### src/rtl/ptp_tod_pkg.sv
`timescale 1ns/1ps
package ptp_tod_pkg;
   localparam int unsigned REG_ADDR_W = 3;

   typedef enum logic [REG_ADDR_W-1:0] {
      REG_CTRL    = 3'd0,
      REG_TIME_LO = 3'd1,
      REG_TIME_HI = 3'd2,
      REG_INC_LO  = 3'd3,
      REG_INC_HI  = 3'd4
   } tod_reg_e;
endpackage

### src/rtl/ptp_tod_split_stage.sv
`timescale 1ns/1ps
// Two-word staging: the low word waits in a register, the high word commits.
// KEEP_VALUE=1 holds the committed value; KEEP_VALUE=0 presents it for one cycle.
module ptp_tod_split_stage #(
   parameter int unsigned LO_W       = 32,
   parameter int unsigned HI_W       = 32,
   parameter bit          KEEP_VALUE = 1'b0,
   localparam int unsigned VAL_W     = LO_W + HI_W
) (
   input  logic             clk,
   input  logic             rst_n,
   input  logic             lo_we,
   input  logic             hi_we,
   input  logic [LO_W-1:0]  lo_data,
   input  logic [HI_W-1:0]  hi_data,
   output logic             commit,
   output logic [VAL_W-1:0] value
);
   logic [LO_W-1:0]  stage_lo_q;
   logic [VAL_W-1:0] joined;

   always_ff @(posedge clk or negedge rst_n) begin
      if (!rst_n)     stage_lo_q <= '0;
      else if (lo_we) stage_lo_q <= lo_data;
   end

   assign joined = {hi_data, stage_lo_q};
   assign commit = hi_we;

   generate
      if (KEEP_VALUE) begin : g_hold
         logic [VAL_W-1:0] held_q;
         always_ff @(posedge clk or negedge rst_n) begin
            if (!rst_n)     held_q <= '0;
            else if (hi_we) held_q <= joined;
         end
         assign value = held_q;

         // only the high-word write changes the held value
         p_hold_until_hi_r8: assert property (@(posedge clk) disable iff (!rst_n)
            !hi_we |=> $stable(value));
         p_commit_pair_r8: assert property (@(posedge clk) disable iff (!rst_n)
            hi_we |=> value == {$past(hi_data), $past(stage_lo_q)});
      end else begin : g_pass
         assign value = joined;
      end
   endgenerate
endmodule

### src/rtl/ptp_tod_accum.sv
`timescale 1ns/1ps
// 96-bit fractional nanosecond accumulator.
module ptp_tod_accum #(
   parameter int unsigned INT_W     = 64,
   parameter int unsigned FRAC_W    = 32,
   parameter int unsigned INC_INT_W = 8,
   localparam int unsigned ACC_W    = INT_W + FRAC_W,
   localparam int unsigned INC_W    = INC_INT_W + FRAC_W
) (
   input  logic             clk,
   input  logic             rst_n,
   input  logic             en,
   input  logic [INC_W-1:0] inc,
   input  logic             load,
   input  logic [INT_W-1:0] load_val,
   output logic [INT_W-1:0] tod
);
   logic [ACC_W-1:0] acc_q;
   logic [ACC_W-1:0] acc_n;

   always_comb begin
      acc_n = acc_q;
      if (load)    acc_n = {load_val, {FRAC_W{1'b0}}};
      else if (en) acc_n = acc_q + ACC_W'(inc);
   end

   always_ff @(posedge clk or negedge rst_n) begin
      if (!rst_n) acc_q <= '0;
      else        acc_q <= acc_n;
   end

   assign tod = acc_q[ACC_W-1:FRAC_W];

   // counting never moves time backwards
   p_monotonic_r3: assert property (@(posedge clk) disable iff (!rst_n)
      (en && !load) |=> tod >= $past(tod));
   // disabled clock holds
   p_hold_off_r4: assert property (@(posedge clk) disable iff (!rst_n)
      (!en && !load) |=> $stable(acc_q));
   // zero increment freezes
   p_zero_inc_r5: assert property (@(posedge clk) disable iff (!rst_n)
      (inc == '0 && !load) |=> $stable(acc_q));
   // a commit loads the value and clears the fraction
   p_load_r6: assert property (@(posedge clk) disable iff (!rst_n)
      load |=> (tod == $past(load_val)) && (acc_q[FRAC_W-1:0] == '0));
endmodule

### src/rtl/ptp_tod_rdport.sv
`timescale 1ns/1ps
// Registered read mux with high-word snapshot taken on the low-word read.
module ptp_tod_rdport
   import ptp_tod_pkg::*;
#(
   parameter int unsigned DATA_W    = 32,
   parameter int unsigned TIME_W    = 64,
   parameter int unsigned FRAC_W    = 32,
   parameter int unsigned INC_INT_W = 8,
   localparam int unsigned INC_W    = INC_INT_W + FRAC_W
) (
   input  logic                  clk,
   input  logic                  rst_n,
   input  logic                  rd_en,
   input  logic [REG_ADDR_W-1:0] rd_addr,
   input  logic [TIME_W-1:0]     tod,
   input  logic                  ctrl_en,
   input  logic [INC_W-1:0]      inc,
   output logic [DATA_W-1:0]     rd_data,
   output logic                  rd_valid
);
   logic [DATA_W-1:0] snap_q;
   logic [DATA_W-1:0] inc_hi_word;
   logic [DATA_W-1:0] rdata_n;
   logic [DATA_W-1:0] rd_data_q;
   logic              rd_valid_q;

   generate
      if (INC_INT_W < DATA_W) begin : g_pad
         assign inc_hi_word = {{(DATA_W-INC_INT_W){1'b0}}, inc[INC_W-1:FRAC_W]};
      end else begin : g_full
         assign inc_hi_word = inc[INC_W-1:FRAC_W];
      end
   endgenerate

   always_comb begin
      rdata_n = '0;
      case (rd_addr)
         REG_CTRL:    rdata_n = {{(DATA_W-1){1'b0}}, ctrl_en};
         REG_TIME_LO: rdata_n = tod[DATA_W-1:0];
         REG_TIME_HI: rdata_n = snap_q;
         REG_INC_LO:  rdata_n = inc[FRAC_W-1:0];
         REG_INC_HI:  rdata_n = inc_hi_word;
         default:     rdata_n = '0;
      endcase
   end

   always_ff @(posedge clk or negedge rst_n) begin
      if (!rst_n) begin
         snap_q     <= '0;
         rd_data_q  <= '0;
         rd_valid_q <= 1'b0;
      end else begin
         rd_valid_q <= rd_en;
         if (rd_en) rd_data_q <= rdata_n;
         if (rd_en && rd_addr == REG_TIME_LO) snap_q <= tod[TIME_W-1:DATA_W];
      end
   end

   assign rd_data  = rd_data_q;
   assign rd_valid = rd_valid_q;

   // one-cycle read latency, no stray valids
   p_valid_follows_r10: assert property (@(posedge clk) disable iff (!rst_n)
      rd_en |=> rd_valid);
   p_no_stray_valid_r10: assert property (@(posedge clk) disable iff (!rst_n)
      !rd_en |=> !rd_valid);
   // low-word read returns the time seen at that edge
   p_lo_snapshot_r9: assert property (@(posedge clk) disable iff (!rst_n)
      (rd_en && rd_addr == REG_TIME_LO) |=> rd_data == $past(tod[DATA_W-1:0]));
endmodule

### src/rtl/ptp_tod_counter.sv
`timescale 1ns/1ps
module ptp_tod_counter
   import ptp_tod_pkg::*;
#(
   parameter int unsigned DATA_W    = 32,
   parameter int unsigned TIME_W    = 64,
   parameter int unsigned FRAC_W    = 32,
   parameter int unsigned INC_INT_W = 8,
   localparam int unsigned INC_W    = INC_INT_W + FRAC_W
) (
   input  logic                  clk,
   input  logic                  rst_n,
   input  logic                  wr_en,
   input  logic [REG_ADDR_W-1:0] wr_addr,
   input  logic [DATA_W-1:0]     wr_data,
   input  logic                  rd_en,
   input  logic [REG_ADDR_W-1:0] rd_addr,
   output logic [DATA_W-1:0]     rd_data,
   output logic                  rd_valid,
   output logic [TIME_W-1:0]     tod_ns
);
   generate
      if (TIME_W != 2 * DATA_W) begin : g_bad_time_w
         $error("TIME_W must be two data words");
      end
      if (FRAC_W != DATA_W) begin : g_bad_frac_w
         $error("FRAC_W must equal one data word");
      end
      if (INC_INT_W < 1 || INC_INT_W > DATA_W) begin : g_bad_inc_w
         $error("INC_INT_W must lie in 1..DATA_W");
      end
   endgenerate

   logic              en_q;
   logic              we_ctrl, we_time_lo, we_time_hi, we_inc_lo, we_inc_hi;
   logic              time_load;
   logic [TIME_W-1:0] time_val;
   logic              inc_commit;
   logic [INC_W-1:0]  inc_val;

   assign we_ctrl    = wr_en && (wr_addr == REG_CTRL);
   assign we_time_lo = wr_en && (wr_addr == REG_TIME_LO);
   assign we_time_hi = wr_en && (wr_addr == REG_TIME_HI);
   assign we_inc_lo  = wr_en && (wr_addr == REG_INC_LO);
   assign we_inc_hi  = wr_en && (wr_addr == REG_INC_HI);

   always_ff @(posedge clk or negedge rst_n) begin
      if (!rst_n)       en_q <= 1'b0;
      else if (we_ctrl) en_q <= wr_data[0];
   end

   ptp_tod_split_stage #(
      .LO_W(DATA_W), .HI_W(TIME_W - DATA_W), .KEEP_VALUE(1'b0)
   ) u_time_stage (
      .clk(clk), .rst_n(rst_n),
      .lo_we(we_time_lo), .hi_we(we_time_hi),
      .lo_data(wr_data), .hi_data(wr_data[TIME_W-DATA_W-1:0]),
      .commit(time_load), .value(time_val)
   );

   ptp_tod_split_stage #(
      .LO_W(FRAC_W), .HI_W(INC_INT_W), .KEEP_VALUE(1'b1)
   ) u_inc_stage (
      .clk(clk), .rst_n(rst_n),
      .lo_we(we_inc_lo), .hi_we(we_inc_hi),
      .lo_data(wr_data[FRAC_W-1:0]), .hi_data(wr_data[INC_INT_W-1:0]),
      .commit(inc_commit), .value(inc_val)
   );

   ptp_tod_accum #(
      .INT_W(TIME_W), .FRAC_W(FRAC_W), .INC_INT_W(INC_INT_W)
   ) u_accum (
      .clk(clk), .rst_n(rst_n), .en(en_q), .inc(inc_val),
      .load(time_load), .load_val(time_val), .tod(tod_ns)
   );

   ptp_tod_rdport #(
      .DATA_W(DATA_W), .TIME_W(TIME_W), .FRAC_W(FRAC_W), .INC_INT_W(INC_INT_W)
   ) u_rdport (
      .clk(clk), .rst_n(rst_n), .rd_en(rd_en), .rd_addr(rd_addr),
      .tod(tod_ns), .ctrl_en(en_q), .inc(inc_val),
      .rd_data(rd_data), .rd_valid(rd_valid)
   );

   // a time commit lands on the port one edge later
   p_time_commit_r6: assert property (@(posedge clk) disable iff (!rst_n)
      time_load |=> tod_ns == $past(time_val));
   // an increment fraction write alone leaves the increment unchanged
   p_inc_lo_only_r8: assert property (@(posedge clk) disable iff (!rst_n)
      (we_inc_lo && !inc_commit) |=> $stable(inc_val));
   // control bit follows its write
   p_ctrl_write_r2: assert property (@(posedge clk) disable iff (!rst_n)
      we_ctrl |=> en_q == $past(wr_data[0]));
endmodule

### config.mk
export PLATFORM = sky130hd
export DESIGN_NAME = ptp_tod_counter
export DESIGN_NICKNAME = d
export VERILOG_FILES = /design/src/rtl/ptp_tod_pkg.sv /design/src/rtl/ptp_tod_split_stage.sv /design/src/rtl/ptp_tod_accum.sv /design/src/rtl/ptp_tod_rdport.sv /design/src/rtl/ptp_tod_counter.sv
export SDC_FILE = /design/constraint.sdc
export NUM_CORES = 1
export LEC_CHECK = 0
export BUFFER_PORTS_ARGS = -buffer_cell sky130_fd_sc_hd__buf_4
export CAP_MARGIN = 20
export CORE_MARGIN = 5
export CORE_UTILIZATION = 62
export DETAILED_ROUTE_END_ITERATION = 8
export GPL_TIMING_DRIVEN = 0
export HOLD_SLACK_MARGIN = 0.12
export MAX_ROUTING_LAYER = met4
export PLACE_DENSITY = 0.83
export SKIP_LAST_GASP = 1
export SLEW_MARGIN = 25
export SYNTH_ARGS = -nofsm -noshare
export SYNTH_HDL_FRONTEND = slang
export SYNTH_HIERARCHICAL = 1
export SYNTH_SLANG_ARGS = --single-unit
### constraint.sdc
create_clock -name clk -period 4.7 [get_ports clk]
set_clock_uncertainty 0.05 [all_clocks]
set_input_delay 0.705 -clock clk [delete_from_list [all_inputs] [get_ports clk]]
set_output_delay 0.705 -clock clk [all_outputs]
set_load 0.05 [all_outputs]
* Word-level counts from Yosys, hierarchy flattened *
Index checks and enable logic that the tools add are counted.
Widths: inputs -> output; s select.

storage, ports and cells
  input bits = 42
  output and inout port bits = 97
  flip-flop bits (word level) = 266
  logic and storage cells = 29

operators by class
  mux-type cells = 3
  reduce and logical (&&, ||, !) cells = 9
  equal/unequal tests = 8
  add/subtract/negate cells = 1

operators by type and width
  kind                count
  $mux 96             2
  $pmux 32 s5         1
  $add 96x40->96      1
  $eq 3x2->1 const B  4
  $eq 3x1->1 const B  2
  $eq 3x3->1 const B  2
  $logic_and 1x1->1   6
  $logic_not 3->1     2
  $reduce_bool 2->1   1

* Depth between registers and ports, before layout *
  depth after elaboration = 3
  depth in mapped cells = 11
  gate-level depth less buffers = 10

* By module *
The synthesis kept the hierarchy.

modules (own cells, without submodules)
  module                               cells an instance  area each (sq um)  instances
  ptp_tod_accum                        978                8,167.8            1
  ptp_tod_rdport                       274                3,402.0            1
  ptp_tod_split_stage at u_inc_stage   153                2,834.0            1
  ptp_tod_split_stage at u_time_stage  101                1,592.8            1
  ptp_tod_counter                      8                  92.6               1

* Worst setup path after synthesis *
Ideal clock, no wire load.

  path type = reg-to-reg
  start = register u_inc_stage.g_hold.held_q[25] (netlist: u_inc_stage/value[25])
  end = register u_accum.acc_q[91]
  buffers on the path = 1
  library setup time = 126 ps
  period minus slack after synthesis = 2,886 ps
  slack = 1,814 ps
  stages on the path, launching flop included = 11
  arrival time = 2,710 ps
  path through = dfrtp_1 ha_1 buf_2 nand4_2 or4_1 a211o_1 a21oi_1 nor3_2 and2_1 o311a_1 a221o_1

on the way
  word-level cells in the longest chain between the ends = 3

RTL lines
  element                 line                       RTL
  from (decl)             ptp_tod_split_stage.sv:32  logic [VAL_W-1:0] held_q;
  from (signal assigned)  ptp_tod_split_stage.sv:35  else if (hi_we) held_q <= joined;
  $add 96x40->96          ptp_tod_accum.sv:24        else if (en) acc_n = acc_q + ACC_W'(inc);
  $mux 96                 ptp_tod_accum.sv:24
  $mux 96                 ptp_tod_accum.sv:23        if (load) acc_n = {load_val, {FRAC_W{1'b0}}};
  to (signal assigned)    ptp_tod_accum.sv:29        else acc_q <= acc_n;
  to (decl)               ptp_tod_accum.sv:18        logic [ACC_W-1:0] acc_q;

No other way between the ends. The select of a mux whose other input is x is not followed.
A chain may end at the register's enable or synchronous reset.

* Final worst setup path *
  start = register u_inc_stage.g_hold.held_q[0] (netlist: u_inc_stage/value[0])
  end = register u_accum.acc_q[76]

Same word-level chain as after synthesis.

==> impl_metrics.toml <==
[status]
outcome = "finished, final reports clean"

[clock_network]
cts_setup_buffers = 0
cts_resized = 0
clk_pin_slew_ns = 0.06
cts-htree-levels = 1
tritoncts = "yes"
clock-sinks = 266
hold_buffers = 0
clock_latency_ns = 0.55
cts_buffer_depth = 3
cts_buffers = 29
root_buffer = "clkbuf_16"

[synth]
avgSynthCellArea_sq_um = 10.63
syn_nets = 1596
syn_area_sq_um = 16080
synthesis.instances = 1513
yosysWarnings = 6

[final_layout]
mostFrequentLayoutCell = "dfrtp_1"
drive_above_1_share_pct = 31.04
diodes = 0
num-fill-cells = 1866
fin_area_sq_um = 18610
mostFrequentLayoutCells = "dfrtp_1 (266), buf_4 (244), nand2_1 (116)"
register_area_sq_um = 6656
areaGrowthSynthToFinish_pct = 15.70
multi_input_area_sq_um = 7951
nets = 1766

[timing]
layout_setup_ws_ns = 0.7497
maxSlewHeadroom_pct = 20.96
finalSetupViolCount = 0
period_minus_slack_ns = 3.950
tns_ns = 0
maxSlewViolCount = 0
period_share_pct = 84.05
rsz0062_at_grt = "no"
max_freq_mhz = 253.1
worst_pin_slew_ns = 1.179
finalHoldViolations = 0
hold-worst-slack_ns = 0.1077

[min_path]
min_path_type = "input pin to async pin"

[die]
die_y_um = 171.1
start_util_pct = 62.42
dieWidth_um = 171.1
core_area_sq_um = 25760
fp-row-count = 59
pin_count = 139
die_area_sq_um = 29260

[power_and_ir_drop]
powerDensity_nw_per_um2 = 614.9
switchingPower_w = 0.004837
power_switching_share_pct = 42.27
pwr-share-seq_pct = 31.8
combinationalPowerShare_pct = 47.3
clockPowerShare_pct = 20.9
cellLeakagePower_nw = 8.075
internal_power_w = 0.006605
peakVddDrop_v = 0.0004328

[place]
preCtsSetupSlack_ns = 0.9700
placed_area_sq_um = 17600
gp_congestion = 0.9916
io_buffer_count = 137
hpwlAfterDp_mm = 37.75

[job]
drv_cap = 0

[global_routing]
track_usage_pct = 35.95
antenna_found_initial = 0
grt_pass1_wl_mm = 78.21
grt_max_degree = 97
overflow = 0
first_global_vias = 13310

[drt]
postRouteAntennaNets = 0
drc = 0
dr.pass1.iters = 6
routed_wl_mm = 51.75
drtIter0Drc = 1437
wl_per_cell_um = 25.38
viasPerCell = 6.345
via_count = 12940

[setup_path]
end_kind = "register"
cp.arrival_ns = 4.28
critPathMaxFanout = 10
required_ns = 5.03
crit_type = "register to register"
cp-start-kind = "register"
[routing by layer]
layer  vias to the layer above  part of all wire (%)  GRT usage [%]
li1                       5733                     -              -
met4                         0                   5.1          15.91
met1                      6473                    41          45.55
met5                         -                     0              -
met2                       566                    48          57.65
met3                       166                   6.3          5.453
[worst max-delay path: stages (launching register included)]
cell	delay, ns
dfrtp_1	0.40
ha_1	0.25
fa_1	0.44
a211oi_1	0.34
o211ai_1	0.18
a31oi_1	0.44
nor3_1	0.15
o21ai_2	0.54
buf_2	0.39
a2111oi_1	0.16
xnor2_1	0.29
o21ai_0	0.14
[stage by stage]
stage	std cells	util, %	power [W]
floorplan	1513	-	0.007377
global placement	1985	68.04	0.008763
detailed placement	1987	68.32	0.008914
CTS	2039	72.22	0.01137
global route	2039	72.22	0.01199
finish	2039	72.22	0.01144
[state kept, by name (all words and copies together), names as in the netlist]
| register | cells |
|---|---|
| u_rdport/rd_valid | 1 |
| en_q | 1 |
| u_rdport/rd_data | 32 |
| u_time_stage/stage_lo_q | 32 |
| u_inc_stage/value | 40 |
| u_inc_stage/stage_lo_q | 32 |
| u_accum/acc_q | 96 |
| u_rdport/snap_q | 32 |
[power groups by stage]
stage               clock network (W)  logic, W  registers (W)
global placement                    0   0.00517        0.00359
CTS                           0.00243   0.00534        0.00361
finish                        0.00240   0.00541        0.00364
detailed placement                  0   0.00528        0.00363
floorplan                           0   0.00388        0.00349
global route                  0.00252   0.00578        0.00369
[worst paths after layout]
check / startpoint / to / slack (ns) / cells past startpoint
setup / recovery: u_inc_stage/value[0] / u_accum/acc_q[76] / 0.75 / 11
hold / removal: rst_n / u_rdport/rd_data[2] / 0.11 / 1
setup reg to reg: u_inc_stage/value[0] / u_accum/acc_q[76] / 0.75 / 11
hold reg to reg: u_time_stage/stage_lo_q[19] / u_accum/acc_q[51] / 0.45 / 2
max in group asynchronous: rst_n / u_inc_stage/stage_lo_q[21] / 3.15 / 3
min in group clk: rd_en / u_rdport/rd_valid / 0.23 / 1
[layout make-up]
class | instances | share of cell area (%)
multi-input cells | 1012 | 42.73
clock inverters | 9 | 0.6792
plain buffers | 185 | 6.967
clock buffers | 43 | 4.721
flip-flops and latches | 266 | 35.77
repair buffers | 139 | 5.864
well taps | 335 | 2.253
inverters | 50 | 1.009
Power figures use the tool's default switching activity.
